File: src/rtl/pt_walker.sv
module pt_walker #(
  parameter int VA_W = 48,
  parameter int PA_W = 52
) (
  input  logic            clk,
  input  logic            rst_n,
  input  logic            start,
  input  logic            mode_long,
  input  logic            mode_pae,
  input  logic            mode_pse,
  input  logic            nx_support,
  input  logic            nx_enable,
  input  logic [PA_W-1:0] root,
  input  logic [VA_W-1:0] va,
  output logic            busy,
  output logic            req_valid,
  input  logic            req_ready,
  output logic            req_write,
  output logic            req_wide,
  output logic [PA_W-1:0] req_addr,
  output logic [63:0]     req_wdata,
  input  logic            rsp_valid,
  input  logic [63:0]     rsp_data,
  output logic            done,
  output logic [1:0]      fault,
  output logic            ins_valid,
  output logic [VA_W-1:0] ins_vbase,
  output logic [PA_W-1:0] ins_pbase,
  output logic [1:0]      ins_size,
  output logic            ins_wr,
  output logic            ins_user,
  output logic            ins_nx,
  output logic            ins_ucd,
  output logic            ins_glb,
  output logic            ins_pat
);
  localparam logic [1:0] SZ_4K = 2'd0, SZ_2M = 2'd1, SZ_4M = 2'd2;
  localparam logic [1:0] FLT_NONE = 2'd0, FLT_NP = 2'd1, FLT_NX = 2'd2;

  typedef enum logic [1:0] {F_LONG, F_PAE, F_PSE, F_LEG} fmt_t;
  typedef enum logic [2:0] {S_IDLE, S_RD, S_WAIT, S_EVAL, S_FLUSH, S_DONE} st_t;

  st_t             st;
  fmt_t            fmt;
  logic [1:0]      lvl;
  logic [PA_W-1:0] cur, wb_addr;
  logic [63:0]     ent, wb_data;
  logic            wb_pend;
  logic [VA_W-1:0] va_r;
  logic            nx_ok, fresh, acc_w, acc_u, acc_nx;
  logic [1:0]      fault_r, size_r;
  logic [PA_W-1:0] pbase_r;
  logic            ucd_r, glb_r, pat_r;

  // byte offset of the entry selected by va bits 47:12 at a given level
  function automatic logic [PA_W-1:0] offs(fmt_t f, logic [1:0] l, logic [35:0] u);
    if (f == F_PSE || f == F_LEG)
      return (l == 2'd1) ? PA_W'({u[19:10], 2'b00}) : PA_W'({u[9:0], 2'b00});
    case (l)
      2'd3:    return PA_W'({u[35:27], 3'b000});
      2'd2:    return (f == F_PAE) ? PA_W'({u[19:18], 3'b000}) : PA_W'({u[26:18], 3'b000});
      2'd1:    return PA_W'({u[17:9], 3'b000});
      default: return PA_W'({u[8:0], 3'b000});
    endcase
  endfunction

  fmt_t            s_fmt;
  logic [1:0]      s_lvl;
  logic [PA_W-1:0] s_base;
  assign s_fmt  = mode_long ? F_LONG : mode_pae ? F_PAE : mode_pse ? F_PSE : F_LEG;
  assign s_lvl  = mode_long ? 2'd3 : mode_pae ? 2'd2 : 2'd1;
  assign s_base = mode_long ? {root[PA_W-1:12], 12'h000} :
                  mode_pae  ? PA_W'({root[31:5], 5'b0}) : PA_W'({root[31:12], 12'h000});

  wire narrow  = fmt[1];
  wire carries = !(fmt == F_PAE && lvl == 2'd2);
  wire big     = (lvl == 2'd1) && ent[7] && (fmt != F_LEG);
  wire leaf    = (lvl == 2'd0) || big;
  wire needwb  = carries && !ent[5];
  wire [PA_W-1:0] nbase = narrow ? PA_W'({ent[31:12], 12'h000}) : {ent[PA_W-1:12], 12'h000};
  wire [PA_W-1:0] lpage = (fmt == F_PSE) ? PA_W'({ent[20:13], ent[31:22], 22'h0})
                                         : {ent[PA_W-1:21], 21'h0};
  wire wr_acc = req_valid && req_ready && req_write;
  wire unused_bits = ^{ent[62:PA_W], ent[11:9], ent[6], ent[3], va_r[11:0], root[4:0]};

  always_ff @(posedge clk or negedge rst_n) begin
    if (!rst_n) begin
      st <= S_IDLE; fmt <= F_LONG; lvl <= 2'd0; cur <= '0; va_r <= '0; ent <= '0;
      wb_pend <= 1'b0; wb_addr <= '0; wb_data <= '0;
      nx_ok <= 1'b0; fresh <= 1'b1; acc_w <= 1'b0; acc_u <= 1'b0; acc_nx <= 1'b0;
      fault_r <= FLT_NONE; size_r <= SZ_4K; pbase_r <= '0;
      ucd_r <= 1'b0; glb_r <= 1'b0; pat_r <= 1'b0;
    end else begin
      if (wr_acc) wb_pend <= 1'b0;
      case (st)
        S_IDLE: if (start) begin
          fmt <= s_fmt; lvl <= s_lvl; va_r <= va;
          cur <= s_base + offs(s_fmt, s_lvl, va[47:12]);
          nx_ok <= nx_support & nx_enable; fresh <= 1'b1; fault_r <= FLT_NONE;
          st <= S_RD;
        end
        S_RD:   if (req_ready) st <= S_WAIT;
        S_WAIT: if (rsp_valid) begin
          ent <= narrow ? {32'h0, rsp_data[31:0]} : rsp_data;
          st  <= S_EVAL;
        end
        S_EVAL: if (!wb_pend) begin
          if (!ent[0]) begin
            fault_r <= FLT_NP; st <= S_DONE;
          end else if (carries && ent[63] && !nx_ok) begin
            fault_r <= FLT_NX; st <= S_DONE;
          end else begin
            if (carries) begin
              acc_w  <= fresh ? ent[1]  : acc_w & ent[1];
              acc_u  <= fresh ? ent[2]  : acc_u & ent[2];
              acc_nx <= fresh ? ent[63] : acc_nx | ent[63];
              fresh  <= 1'b0;
            end
            if (needwb) begin
              wb_pend <= 1'b1; wb_addr <= cur; wb_data <= ent | 64'h20;
            end
            if (leaf) begin
              pbase_r <= big ? lpage : nbase;
              size_r  <= big ? ((fmt == F_PSE) ? SZ_4M : SZ_2M) : SZ_4K;
              pat_r   <= big ? ent[12] : ent[7];
              ucd_r   <= ent[4];
              glb_r   <= ent[8];
              st      <= needwb ? S_FLUSH : S_DONE;
            end else begin
              cur <= nbase + offs(fmt, lvl - 2'd1, va_r[47:12]);
              lvl <= lvl - 2'd1;
              st  <= S_RD;
            end
          end
        end
        S_FLUSH: if (!wb_pend) st <= S_DONE;
        default: st <= S_IDLE;
      endcase
    end
  end

  assign busy      = (st != S_IDLE);
  assign done      = (st == S_DONE);
  assign fault     = fault_r;
  assign ins_valid = done && (fault_r == FLT_NONE);
  assign req_valid = (st == S_RD) || wb_pend;
  assign req_write = (st != S_RD);
  assign req_wide  = !narrow;
  assign req_addr  = (st == S_RD) ? cur : wb_addr;
  assign req_wdata = (st == S_RD) ? 64'h0 : wb_data;
  assign ins_pbase = pbase_r;
  assign ins_size  = size_r;
  assign ins_vbase = (size_r == SZ_4K) ? {va_r[VA_W-1:12], 12'h0} :
                     (size_r == SZ_2M) ? {va_r[VA_W-1:21], 21'h0} : {va_r[VA_W-1:22], 22'h0};
  assign ins_wr    = acc_w;
  assign ins_user  = acc_u;
  assign ins_nx    = acc_nx;
  assign ins_ucd   = ucd_r;
  assign ins_glb   = glb_r;
  assign ins_pat   = pat_r;

  assert_done_pulse_R12: assert property (@(posedge clk) disable iff (!rst_n)
    done |=> !done && !busy);
  assert_start_busy_R12: assert property (@(posedge clk) disable iff (!rst_n)
    start && !busy |=> busy);
  assert_hold_req_R11: assert property (@(posedge clk) disable iff (!rst_n)
    req_valid && !req_ready |=> req_valid && $stable(req_addr) && $stable(req_write));
  assert_wb_abit_R8: assert property (@(posedge clk) disable iff (!rst_n)
    req_valid && req_write |-> req_wdata[5]);
  assert_large_align_R5: assert property (@(posedge clk) disable iff (!rst_n)
    ins_valid && ins_size == SZ_2M |-> ins_pbase[20:0] == 21'h0);
endmodule

File: config.mk
export PLATFORM = sky130hd
export DESIGN_NAME = pt_walker
export DESIGN_NICKNAME = d
export VERILOG_FILES = /design/src/rtl/pt_walker.sv
export SDC_FILE = /design/constraint.sdc
export NUM_CORES = 1
export LEC_CHECK = 0
export BUFFER_PORTS_ARGS = -buffer_cell sky130_fd_sc_hd__buf_4
export CAP_MARGIN = 40
export CORE_AREA = 10 10 202 204
export CTS_CLUSTER_DIAMETER = 100
export DETAILED_ROUTE_END_ITERATION = 8
export DIE_AREA = 0 0 212 214
export GPL_ROUTABILITY_DRIVEN = 0
export GPL_TIMING_DRIVEN = 0
export HOLD_SLACK_MARGIN = 0.03
export PLACE_DENSITY = 0.68
export SLEW_MARGIN = 20
export SYNTH_ARGS = -nofsm -noshare
export SYNTH_HDL_FRONTEND = slang
export SYNTH_SLANG_ARGS = --single-unit
File: constraint.sdc
create_clock -name clk -period 2.9 [get_ports clk]
set_input_delay 0.29 -clock clk [delete_from_list [all_inputs] [get_ports clk]]
set_output_delay 0.29 -clock clk [all_outputs]
set_load 0.03 [all_outputs]
### Yosys cells after proc, flatten, opt, wreduce, memory -nomap -nowiden

Cells that the tools add are included.

| operators by class | value |
|---|---|
| $add $sub $neg | 3 |
| reductions and logical operators | 32 |
| bitwise operators | 7 |
| equality and inequality tests | 32 |
| multiplexer cells | 86 |

Operator list:

| cell | count |
|---|---|
| $mux 52 | 21 |
| $mux 64 | 2 |
| $add 52x52->52 | 2 |
| $pmux 52 s2 | 1 |
| $pmux 12 s3 | 2 |
| $mux 12 | 5 |
| $mux 22 | 2 |
| $mux 2 | 15 |
| $mux 1 | 26 |
| $mux 3 | 8 |
| $ne 2x2->1 const B | 10 |
| $reduce_and 5->1 | 4 |
| $eq 2x2->1 const B | 9 |
| $pmux 3 s5 | 1 |
| $eq 2x1->1 const B | 6 |
| $reduce_and 6->1 | 2 |
| $logic_and 1x1->1 | 9 |
| $pmux 2 s2 | 2 |
| $eq 3x2->1 const B | 2 |
| $eq 3x3->1 const B | 2 |
| $logic_not 2->1 | 3 |
| $logic_not 1->1 | 4 |
| $logic_or 1x1->1 | 4 |
| $reduce_and 2->1 | 2 |
| 12 further kinds | 16 |

| storage, ports and cells | value |
|---|---|
| input port bits | 174 |
| register bits | 352 |
| output and inout bits | 232 |
| word-level logic and storage cells | 180 |

### Depth between registers and ports, before layout

Gate-level depths: netlist of the first run.

| depth | value |
|---|---|
| word-level depth | 21 |
| depth in mapped cells | 12 |
| gate-level depth less buffers | 10 |

### Worst setup path after synthesis of the first run

OpenSTA, ideal clock, no wires.

| timing | value |
|---|---|
| path type | input -> register |
| from | input mode_long |
| to | register cur[40] |
| buffers on the path | 3 |
| setup slack | 101 ps |
| data required time | 2818 ps |
| arrival time | 2716 ps |
| library setup time | 82 ps |
| stages | 12 |
| cells stage by stage | clkbuf_1 nor2_1 a22o_1 ha_1 and2_1 a221oi_1 and3_1 buf_2 buf_2 nor3_1 xor2_1 o22ai_1 |

| on the way | value |
|---|---|
| word-level cells in the longest chain between the ends | 12 |
| elaborated cells on any way between the ends | 23 |
| classes of those cells | add/sub: 1; eq/ne: 6; mux: 15; reduce/logical: 1 |

RTL lines:

| element | line | text |
|---|---|---|
| start: declaration | 8 | `input logic mode_long,` |
| $mux 2 | 70 | `assign s_fmt = mode_long ? F_LONG : mode_pae ? F_PAE : mode_pse ? F_PSE : F_LEG;` |
| $eq 2x2->1 | 57 | `if (f == F_PSE \|\| f == F_LEG)` |
| $logic_or 1x1->1 | 57 |  |
| $mux 1 | 57 |  |
| $mux 1 | 96 | `S_IDLE: if (start) begin` |
| $mux 1 | 95 | `case (st)` |
| $mux 52 | 59 | `case (l)` |
| $mux 52 | 96 |  |
| $mux 52 | 95 |  |
| $add 52x52->52 (*) | 98 | `cur <= s_base + offs(s_fmt, s_lvl, va[47:12]);` |
| $mux 52 (*) | 96 |  |
| $pmux 52 s2 (*) | 95 |  |
| end signal: assignment | 98 |  |
| end signal: assignment | 130 | `cur <= nbase + offs(fmt, lvl - 2'd1, va_r[47:12]);` |
| end: declaration | 46 | `logic [PA_W-1:0] cur, wb_addr;` |

Every way passes the cells marked *; elsewhere a longest branch is shown, timed or not. The select of a mux whose other input is x is not followed.
A chain may end at the register's enable or synchronous reset.

### Final worst setup path of the first run

| timing | value |
|---|---|
| from | input va[42] |
| to | register cur[45] |

| on the way | value |
|---|---|
| word-level cells in the longest chain between the ends | 7 |

RTL lines:

| element | line | text |
|---|---|---|
| start: declaration | 14 | `input logic [VA_W-1:0] va,` |
| $pmux 12 s3 | 59 |  |
| $mux 52 | 59 |  |
| $mux 52 | 96 |  |
| $mux 52 | 95 |  |
| $add 52x52->52 | 98 |  |
| $mux 52 | 96 |  |
| $pmux 52 s2 | 95 |  |

No other way between the ends. The select of a mux whose other input is x is not followed.

==> results of run 1 <==
[repair_timing]
item | CTS | global route
setup buffers | 3 | 5
hold buffers | 96 | 0
pin swaps | 2 | 1
setup endpoints to repair | 221 | 222
resized for setup | 13 | 31
endpoints found under the hold margin | 182 | 0
[layer usage]
metal / GRT usage / part of all wire
met2: 0.431 / 0.48
met4: 0.0969 / 0.033
met5: 0 / 0
met1: 0.335 / 0.40
met3: 0.0688 / 0.091
[sequential cells by signal (all words and copies together) (netlist names), 3 cells and up]
register,flops
ent,64
wb_data,63
cur,50
wb_addr,50
ins_pbase,40
va_r,36
st,3
[power by group through the flow]
stage	combinational [mW]	sequential, mW	clock [mW]
after global routing	14.0	8.45	5.19
after CTS	13.1	8.20	4.99
final	13.2	8.26	4.95
after global placement	12.7	8.17	0
after floorplan	7.88	7.91	0
after detailed placement	12.9	8.26	0
[cells in the final DEF, fill, tap and decap left out, drive strengths merged, types with 4 or more instances in the layout]
| cell type | count |
|---|---|
| a21o | 5 |
| a21oi | 53 |
| a221o | 12 |
| a22o | 11 |
| a31oi | 10 |
| a32oi | 4 |
| and2 | 74 |
| and3 | 9 |
| buf | 456 |
| clkbuf | 131 |
| clkinv | 6 |
| conb | 26 |
| dfrtp | 322 |
| diode | 6 |
| dlygate4sd3 | 96 |
| ha | 14 |
| inv | 23 |
| mux2 | 208 |
| mux2i | 13 |
| nand2 | 275 |
| nand3 | 34 |
| nand4 | 13 |
| nor2 | 53 |
| nor2b | 4 |
| nor3 | 34 |
| nor3b | 11 |
| nor4 | 10 |
| o211ai | 18 |
| o21ai | 104 |
| o22ai | 16 |
| o31ai | 8 |
| xnor2 | 18 |
| xor2 | 23 |
[critical path, stage by stage]
cell and delay [ns]:
dlygate4sd3_1 0.56, buf_4 0.15, a22o_1 0.26, fa_1 0.47, a211oi_1 0.56, o211ai_4 0.23, nand4b_1 0.25, nor3_1 0.09
xor2_1 0.29, o22ai_1 0.14
[path summary, 6_finish.rpt]
path	startpoint	end	slack (ns)	cells after the start
max in group asynchronous	rst_n	ins_pbase[22]	1.57	3
max	va[42]	cur[45]	-0.008	10
max reg2reg	lvl[0]	wb_data[60]	0.10	10
min reg2reg	ent[59]	ent[59]	0.48	2
min	rsp_data[52]	ent[52]	0.05	3
min in group asynchronous	rst_n	wb_data[53]	0.38	2
[cell type report]
class | count | area (µm²) | share of cell area
Sequential cell | 323 | 8090 | 0.365
Antenna cell | 6 | 15.0 | 0.000678
Clock inverter | 8 | 138 | 0.00621
Buffer | 155 | 925 | 0.0417
Clock buffer | 60 | 1150 | 0.0521
Tap cell | 474 | 593 | 0.0268
Timing Repair Buffer | 468 | 3830 | 0.173
Multi-Input combinational cell | 1101 | 7320 | 0.330
Inverter | 24 | 90.1 | 0.00407
[stage by stage]
step	hold slack (ns)	total power, mW	area, µm²	instances
after global routing	0.0461	27.7	22200	2617
after floorplan	-0.00559	15.8	16300	1604
after detailed placement	0.366	21.1	19700	2442
final	0.0453	26.4	22200	2619
after global placement	0.454	20.8	19600	2439
after CTS	0.0336	26.3	22100	2608
[cell families after synthesis]
logic type,after synthesis,share of synthesized area
and+or+nand+nor,535,0.154
DFF,323,0.498
AOI/OAI and AO/OA,262,0.100
muxes,222,0.154
buffers and inverters,180,0.0601
xor gates and xnor gates,41,0.0221
adders and majority gates,15,0.0120
other,1,0.000231
==> results by group, run 1 <==
Status
  – Status: finished with violations
  – Violated checks: negative setup slack

Timing
  – Tightest Pin Transition: between 0.8 and 0.9 ns
  – Layout Skew: between 0.015 and 0.02 ns
  – Period utilization: 1.00
  – Setup TNS: -0.0148 ns
  – Final Hold Fails: 0
  – Minimum clock period: 2.91 ns
  – Slew headroom: 0.432
  – Peak Freq: ~340 MHz
  – Worst setup margin: -0.00832 ns
  – Unrepaired setup endpoints after global routing: true
  – Final Max Tran Viols: 0
  – Final setup violation count: 2

Synth
  – Synth cell types: 67
  – Cell taking the most area after synthesis: dfrtp_1
  – Most common cell in the synthesized netlist: dfrtp_1
  – Post-synth top area share: 0.496
  – FF+latch count, synth: 323
  – Async S/R FF share, synth: 1.00
  – Register area share after synthesis: 0.498
  – Synth Area per Inst: ~10 µm²
  – Yosys warning total: 0
  – Syn Std Cell Area: roughly 16000 µm²
  – Number of flops mapped to enable cells by yosys: 0
  – Top cells by area, synth: dfrtp_1 (50%), mux2_2 (12%), nand2_1 (6.3%)
  – Post-synth top cells: dfrtp_1 (322), nand2_1 (274), mux2_2 (166)
  – Post-Syn Instances: 1579
  – Dominant synthesized flop cell: dfrtp_1

Power
  – Cell area power density: 1190 nW/µm²
  – Total leakage power: about 11 nW
  – Share of total power in combinational logic: 0.499
  – VDD IR-drop max: roughly 0.72 mV
  – Internal power: around 15 mW
  – Clock power frac: 0.188
  – Sw Pwr: approximately 12 mW
  – Sw frac: 0.444
  – Sequential fraction of design power: 0.313

GRT
  – Global-route usage over all layers: 0.266
  – Pin count of the biggest net entering global routing: between 90 and 100
  – Total grt overflow: 0
  – Vias in the first global route: ~15000
  – Initial antenna violation count: 5
  – Global-route wire length before repair: 92.3 mm

Setup path
  – Worst Path Max Fanout: 10
  – Critical Path End Type: register
  – Worst Setup Path Type: in2reg
  – CP Data Arrival Time: around 3.3 ns
  – Startpoint types: input pin
  – Crit path required time: roughly 3.3 ns

Drt
  – Via count: 14500
  – Wire length per cell: about 24 µm
  – Antenna Nets Post-Route: 0
  – Drt total wl: just over 60 mm
  – Initial DRC count: 1333
  – DR pass1 iterations: 5
  – Average via count per standard cell: around 5.5
  – DRC viols: 0

Finish
  – Share of cells above drive strength 1: 0.333
  – Nets: 2300
  – Fillers: between 3000 and 4000
  – Area Overhead vs Synth: 36.4%
  – Final core utilization: 0.598

Place
  – Placement Setup Slack: -1.11 ns
  – Final HPWL DP: ~46 mm
  – PortBufs: 361

CTS
  – Max Buffers Root-to-Sink: 3
  – Clock buffer count from CTS: 38
  – Clock H-tree levels: 2
  – Clk root buf: clkbuf_16
  – Clk sink count: approximately 320
  – CTS tree: done
  – Reg clk slew, reported paths: 0.06 ns
  – Clk_lat worst skew: between 0.5 and 0.6 ns

Floorplanning
  – Die Span Y: 214 µm
  – CORE AREA: about 37000 µm²
  – Row cnt: 71
  – Die area: approximately 45000 µm²
  – Die width: 212 µm
  – Starting Density: 0.439
  – Top Ports: 406

Min path
  – Tightest Hold Check Type: in2reg

Run
  – MaxCap Viol Count: 0
Power figures use the tool's default switching activity.
==> run 2: changes to the inputs <==
--- a/config.mk
+++ b/config.mk
@@ -5,12 +5,13 @@
 export SDC_FILE = /design/constraint.sdc
 export NUM_CORES = 1
 export LEC_CHECK = 0
+export ABC_AREA = 1
 export BUFFER_PORTS_ARGS = -buffer_cell sky130_fd_sc_hd__buf_4
 export CAP_MARGIN = 40
-export CORE_AREA = 10 10 202 204
+export CORE_AREA = 10 10 207 209
 export CTS_CLUSTER_DIAMETER = 100
 export DETAILED_ROUTE_END_ITERATION = 8
-export DIE_AREA = 0 0 212 214
+export DIE_AREA = 0 0 217 219
 export GPL_ROUTABILITY_DRIVEN = 0
 export GPL_TIMING_DRIVEN = 0
 export HOLD_SLACK_MARGIN = 0.03
==> constraint.sdc (replaced) <==
create_clock -name clk -period 2.9 [get_ports clk]
set_input_delay 0 -clock clk [delete_from_list [all_inputs] [get_ports clk]]
set_output_delay 0 -clock clk [all_outputs]
set_load 0.03 [all_outputs]
==> run 2 against run 1 <==
Register-to-register slack improved by 0.37 ns. Total power fell by 0.17%. Final cell count grew 34%. Highest routed layer unchanged. Flip-flop and latch count unchanged. Worst setup slack better by 0.11 ns. Hold slack gained 0.024 ns. The run now ends clean. Non-clock buffer count rose by 55.
==> results by group, run 2 <==
Finish
  – Final core utilization: 0.607 (+0.00902)
  – Fillers: 3494 (+12%)
  – Post-layout instance area: 23400 µm² (+5.7%)
  – Register area: 8080 µm² (about the same)
  – Top flop regs: ent (64), wb_data (63)
  – Commonest non-fill, non-tap cell in the layout: nand2_1
  – Footprint of the multi-input gates: 7170 µm² (-2.0%)
  – Fin cells: 3517 (+34%)
  – Biggest register: ent
  – Area Overhead vs Synth: 36.0%
  – Share of cells above drive strength 1: 0.183 (-0.150)
  – Nets: 3164 (+38%)
  – Most frequent cells in the layout: nand2_1 (874), buf_4 (416), dfrtp_1 (322)
  – Max reg flops: 64 (unchanged)

Synth
  – Register area share after synthesis: 0.470 (-0.0278)
  – Async S/R FF share, synth: 1.00 (unchanged)
  – Dominant synthesized flop cell: dfrtp_1
  – Most common cell in the synthesized netlist: nand2_1
  – Syn Std Cell Area: 17200 µm² (+5.9%)
  – Synth cell types: 39 (-42%)
  – Yosys warning total: 0 (unchanged)
  – Post-Syn Instances: 2401 (+52%)
  – Number of flops mapped to enable cells by yosys: 0 (unchanged)
  – FF+latch count, synth: 323 (unchanged)
  – Top cells by area, synth: dfrtp_1 (47%), nand2_1 (19%), o21ai_0 (6.5%)
  – Cell taking the most area after synthesis: dfrtp_1
  – Post-synth top cells: nand2_1 (874), dfrtp_1 (322), inv_1 (290)
  – Synth Area per Inst: 7.17 µm² (-30%)
  – Post-synth top area share: 0.468 (-0.0277)

CTS
  – Max Buffers Root-to-Sink: 3 (unchanged)
  – Clk sink count: 323 (unchanged)
  – Clk root buf: clkbuf_16
  – Reg clk slew, reported paths: 0.06 ns (about the same)
  – Clk_lat worst skew: 0.52 ns (-0.02 ns)
  – CTS tree: done
  – Clock buffer count from CTS: 36 (-5.3%)
  – Clock H-tree levels: 2 (unchanged)

GRT
  – Total grt overflow: 0 (unchanged)
  – Global-route wire length before repair: 103 mm (+12%)
  – Initial antenna violation count: 1 (-4)
  – Pin count of the biggest net entering global routing: 101 (+5.2%)
  – Global-route usage over all layers: 0.275 (+0.00864)
  – Vias in the first global route: 17900 (+22%)

Power
  – Clock power frac: 0.172 (-0.016)
  – Share of total power in combinational logic: 0.531 (+0.032)
  – Sw Pwr: 12.6 mW (+7.7%)
  – Cell area power density: 1130 nW/µm² (-5.5%)
  – Internal power: 13.7 mW (-6.5%)
  – Sequential fraction of design power: 0.297 (-0.016)
  – Sw frac: 0.479 (+0.0350)
  – Total leakage power: 12.7 nW (+19%)
  – VDD IR-drop max: 0.540 mV (-25%)

Setup path
  – CP bufs+invs: 5 (+3)
  – Worst Path Max Fanout: 10 (unchanged)
  – Most frequent CP cell: buf_2
  – CP max stage cell: dfrtp_1
  – CP Cell Sequence: inv_2 > nand3_2 > clkinv_2 > buf_2 > buf_2 > nand2_1 > o21ai_0 > buf_4
  – WP depth: 8 (-2)
  – Worst R2R Path Depth: 11 (+1)
  – Reg2reg start: lvl[1]
  – Crit path to: req_addr[38]
  – Worst Setup Path Type: reg2out
  – Crit path required time: 2.90 ns (-0.39 ns)
  – Critical Path Start: st[1]
  – R2r setup slk: 0.47 ns (+0.37 ns)
  – CP delay by family, top: buffers and inverters
  – Critical Path Max Stage Delay: 0.44 ns (-0.12 ns)
  – R2R Path End: cur[33]
  – Critical Path End Type: primary output
  – CP Data Arrival Time: 2.79 ns (-0.50 ns)
  – Startpoint types: register

Place
  – PortBufs: 360 (-0.28%)
  – Placed insts: 3307 (+35%)
  – Placed Area: 20700 µm² (+5.1%)
  – Final HPWL DP: 51.7 mm (+12%)

Timing
  – Setup TNS: 0 ns (+0.0148 ns)
  – Peak Freq: 358 MHz (+4.1%)
  – Final Hold Fails: 0 (unchanged)
  – Tightest Pin Transition: 0.775 ns (-0.0774 ns)
  – Final setup violation count: 0 (-2)
  – Unrepaired setup endpoints after global routing: true
  – Layout Skew: 0.0110 ns (-0.00704 ns)
  – Final Max Tran Viols: 0 (unchanged)
  – Slew headroom: 0.483 (+0.0516)
  – Worst hold margin: 0.0688 ns (+0.0236 ns)
  – Period utilization: 0.963 (-0.0396)
  – Minimum clock period: 2.79 ns (-0.115 ns)

Floorplanning
  – Die width: 217 µm (+2.4%)
  – Die area: 47500 µm² (+4.8%)
  – CORE AREA: 38600 µm² (+4.1%)
  – Row cnt: 72 (+1.4%)
  – Die Span Y: 219 µm (+2.3%)
  – Starting Density: 0.446 (+0.00772)
  – Top Ports: 406 (unchanged)

Drt
  – DR pass1 iterations: 6 (+1)
  – Wire length on met2: 31.6 mm (+6.0%)
  – Top Metal Used: met4
  – Antenna Nets Post-Route: 0 (unchanged)
  – Met1 WL: 27.8 mm (+13%)
  – Wire length per cell: 18.9 µm (-20%)
  – Via count: 18100 (+25%)
  – Average via count per standard cell: 5.15 (-6.7%)
  – Drt total wl: 66.6 mm (+7.0%)
  – Routed wl met3: 5.36 mm (-5.6%)
  – DRC viols: 0 (unchanged)
  – Initial DRC count: 1856 (+39%)

Min path
  – Tightest Hold Check Type: in2reg
  – Hold depth: 6 (+3)

Run
  – MaxCap Viol Count: 0 (unchanged)

Status
  – Status: completed
==> run 2: cell count changes in the layout (fill, tap and decap cells not counted), sizes merged, moves of 21 or more <==
cell	previous run	this run
nand2	275	874
inv	23	299
mux2	208	2
o21ai	104	279
nand3	34	152
nor2	53	162
and2	74	0
dlygate4sd3	96	148
clkbuf	131	99
nor3	34	2
buf	456	480
xor2	23	2
==> run 2: cell type report <==
cell class	instances	share of cell area
repair buffers	512	0.184
multi-input cells	1637	0.306
plain buffers	166	0.0397
clock buffers	49	0.0428
clock inverters	12	0.00625
inverters	299	0.0480
flip-flops and latches	323	0.345
well taps	518	0.0277
diodes	1	0.000107
==> run 2: power by group through the flow <==
stage	Sequential, mW	Clock (mW)	Combinational (mW)
2_1_floorplan	7.96	0	7.99
3_3_place_gp	7.78	0	13.5
3_5_place_dp	7.84	0	13.7
4_1_cts	7.78	4.59	14.0
5_1_grt	8.02	4.75	15.2
6_report	7.82	4.53	14.0
==> run 2: timing repair <==
action / 4_1_cts / 5_1_grt
buffers inserted: 0 / 0
endpoints found under the hold margin: 374 / 0
hold buffers: 149 / 0
resized for setup: 4 / 2
setup endpoints to repair: 52 / 33
==> run 2: logic make-up after synthesis <==
kind of cell	share of synthesized area
and+or+nand+nor	0.284
buffers and inverters	0.119
AOI/OAI and AO/OA	0.111
DFF	0.470
adders and majority gates	0.0113
xor gates and xnor gates	0.00255
muxes	0.00131
other	0.000218
==> run 2: worst min path at each step <==
stage / startpoint / end / slack [ns]
2_1_floorplan: rst_n / cur[10] / -0.30
3_3_place_gp: rsp_data[6] / ent[6] / 0.20
3_5_place_dp: rst_n / va_r[35] / -0.04
4_1_cts: root[27] / cur[27] / 0.04
5_1_grt: root[41] / cur[41] / 0.08
6_report: mode_long / cur[34] / 0.07
==> run 2: worst reg2reg max path, delay by kind of cell, from the launching register on <==
| kind | cells | cell delay, ns |
|---|---|---|
| AO/OA/AOI/OAI | 1 | 0.35 |
| flip-flops | 1 | 0.41 |
| buffers and inverters | 3 | 0.42 |
| adder cells (fa/ha/maj) | 1 | 0.23 |
| AND/OR/NAND/NOR | 6 | 0.97 |
==> run 2: layer usage <==
layer	vias up	track usage
met3	97	0.0466
met4	0	0.0858
li1	8552	-
met2	790	0.455
met5	-	0
met1	8687	0.361
==> run 2: stage by stage <==
stage	total power, mW	setup WS, ns
2_1_floorplan	15.9	0.391
4_1_cts	26.3	0.0221
6_report	26.3	0.106
5_1_grt	28.0	-0.00235
3_3_place_gp	21.2	-1.10
3_5_place_dp	21.5	-0.508
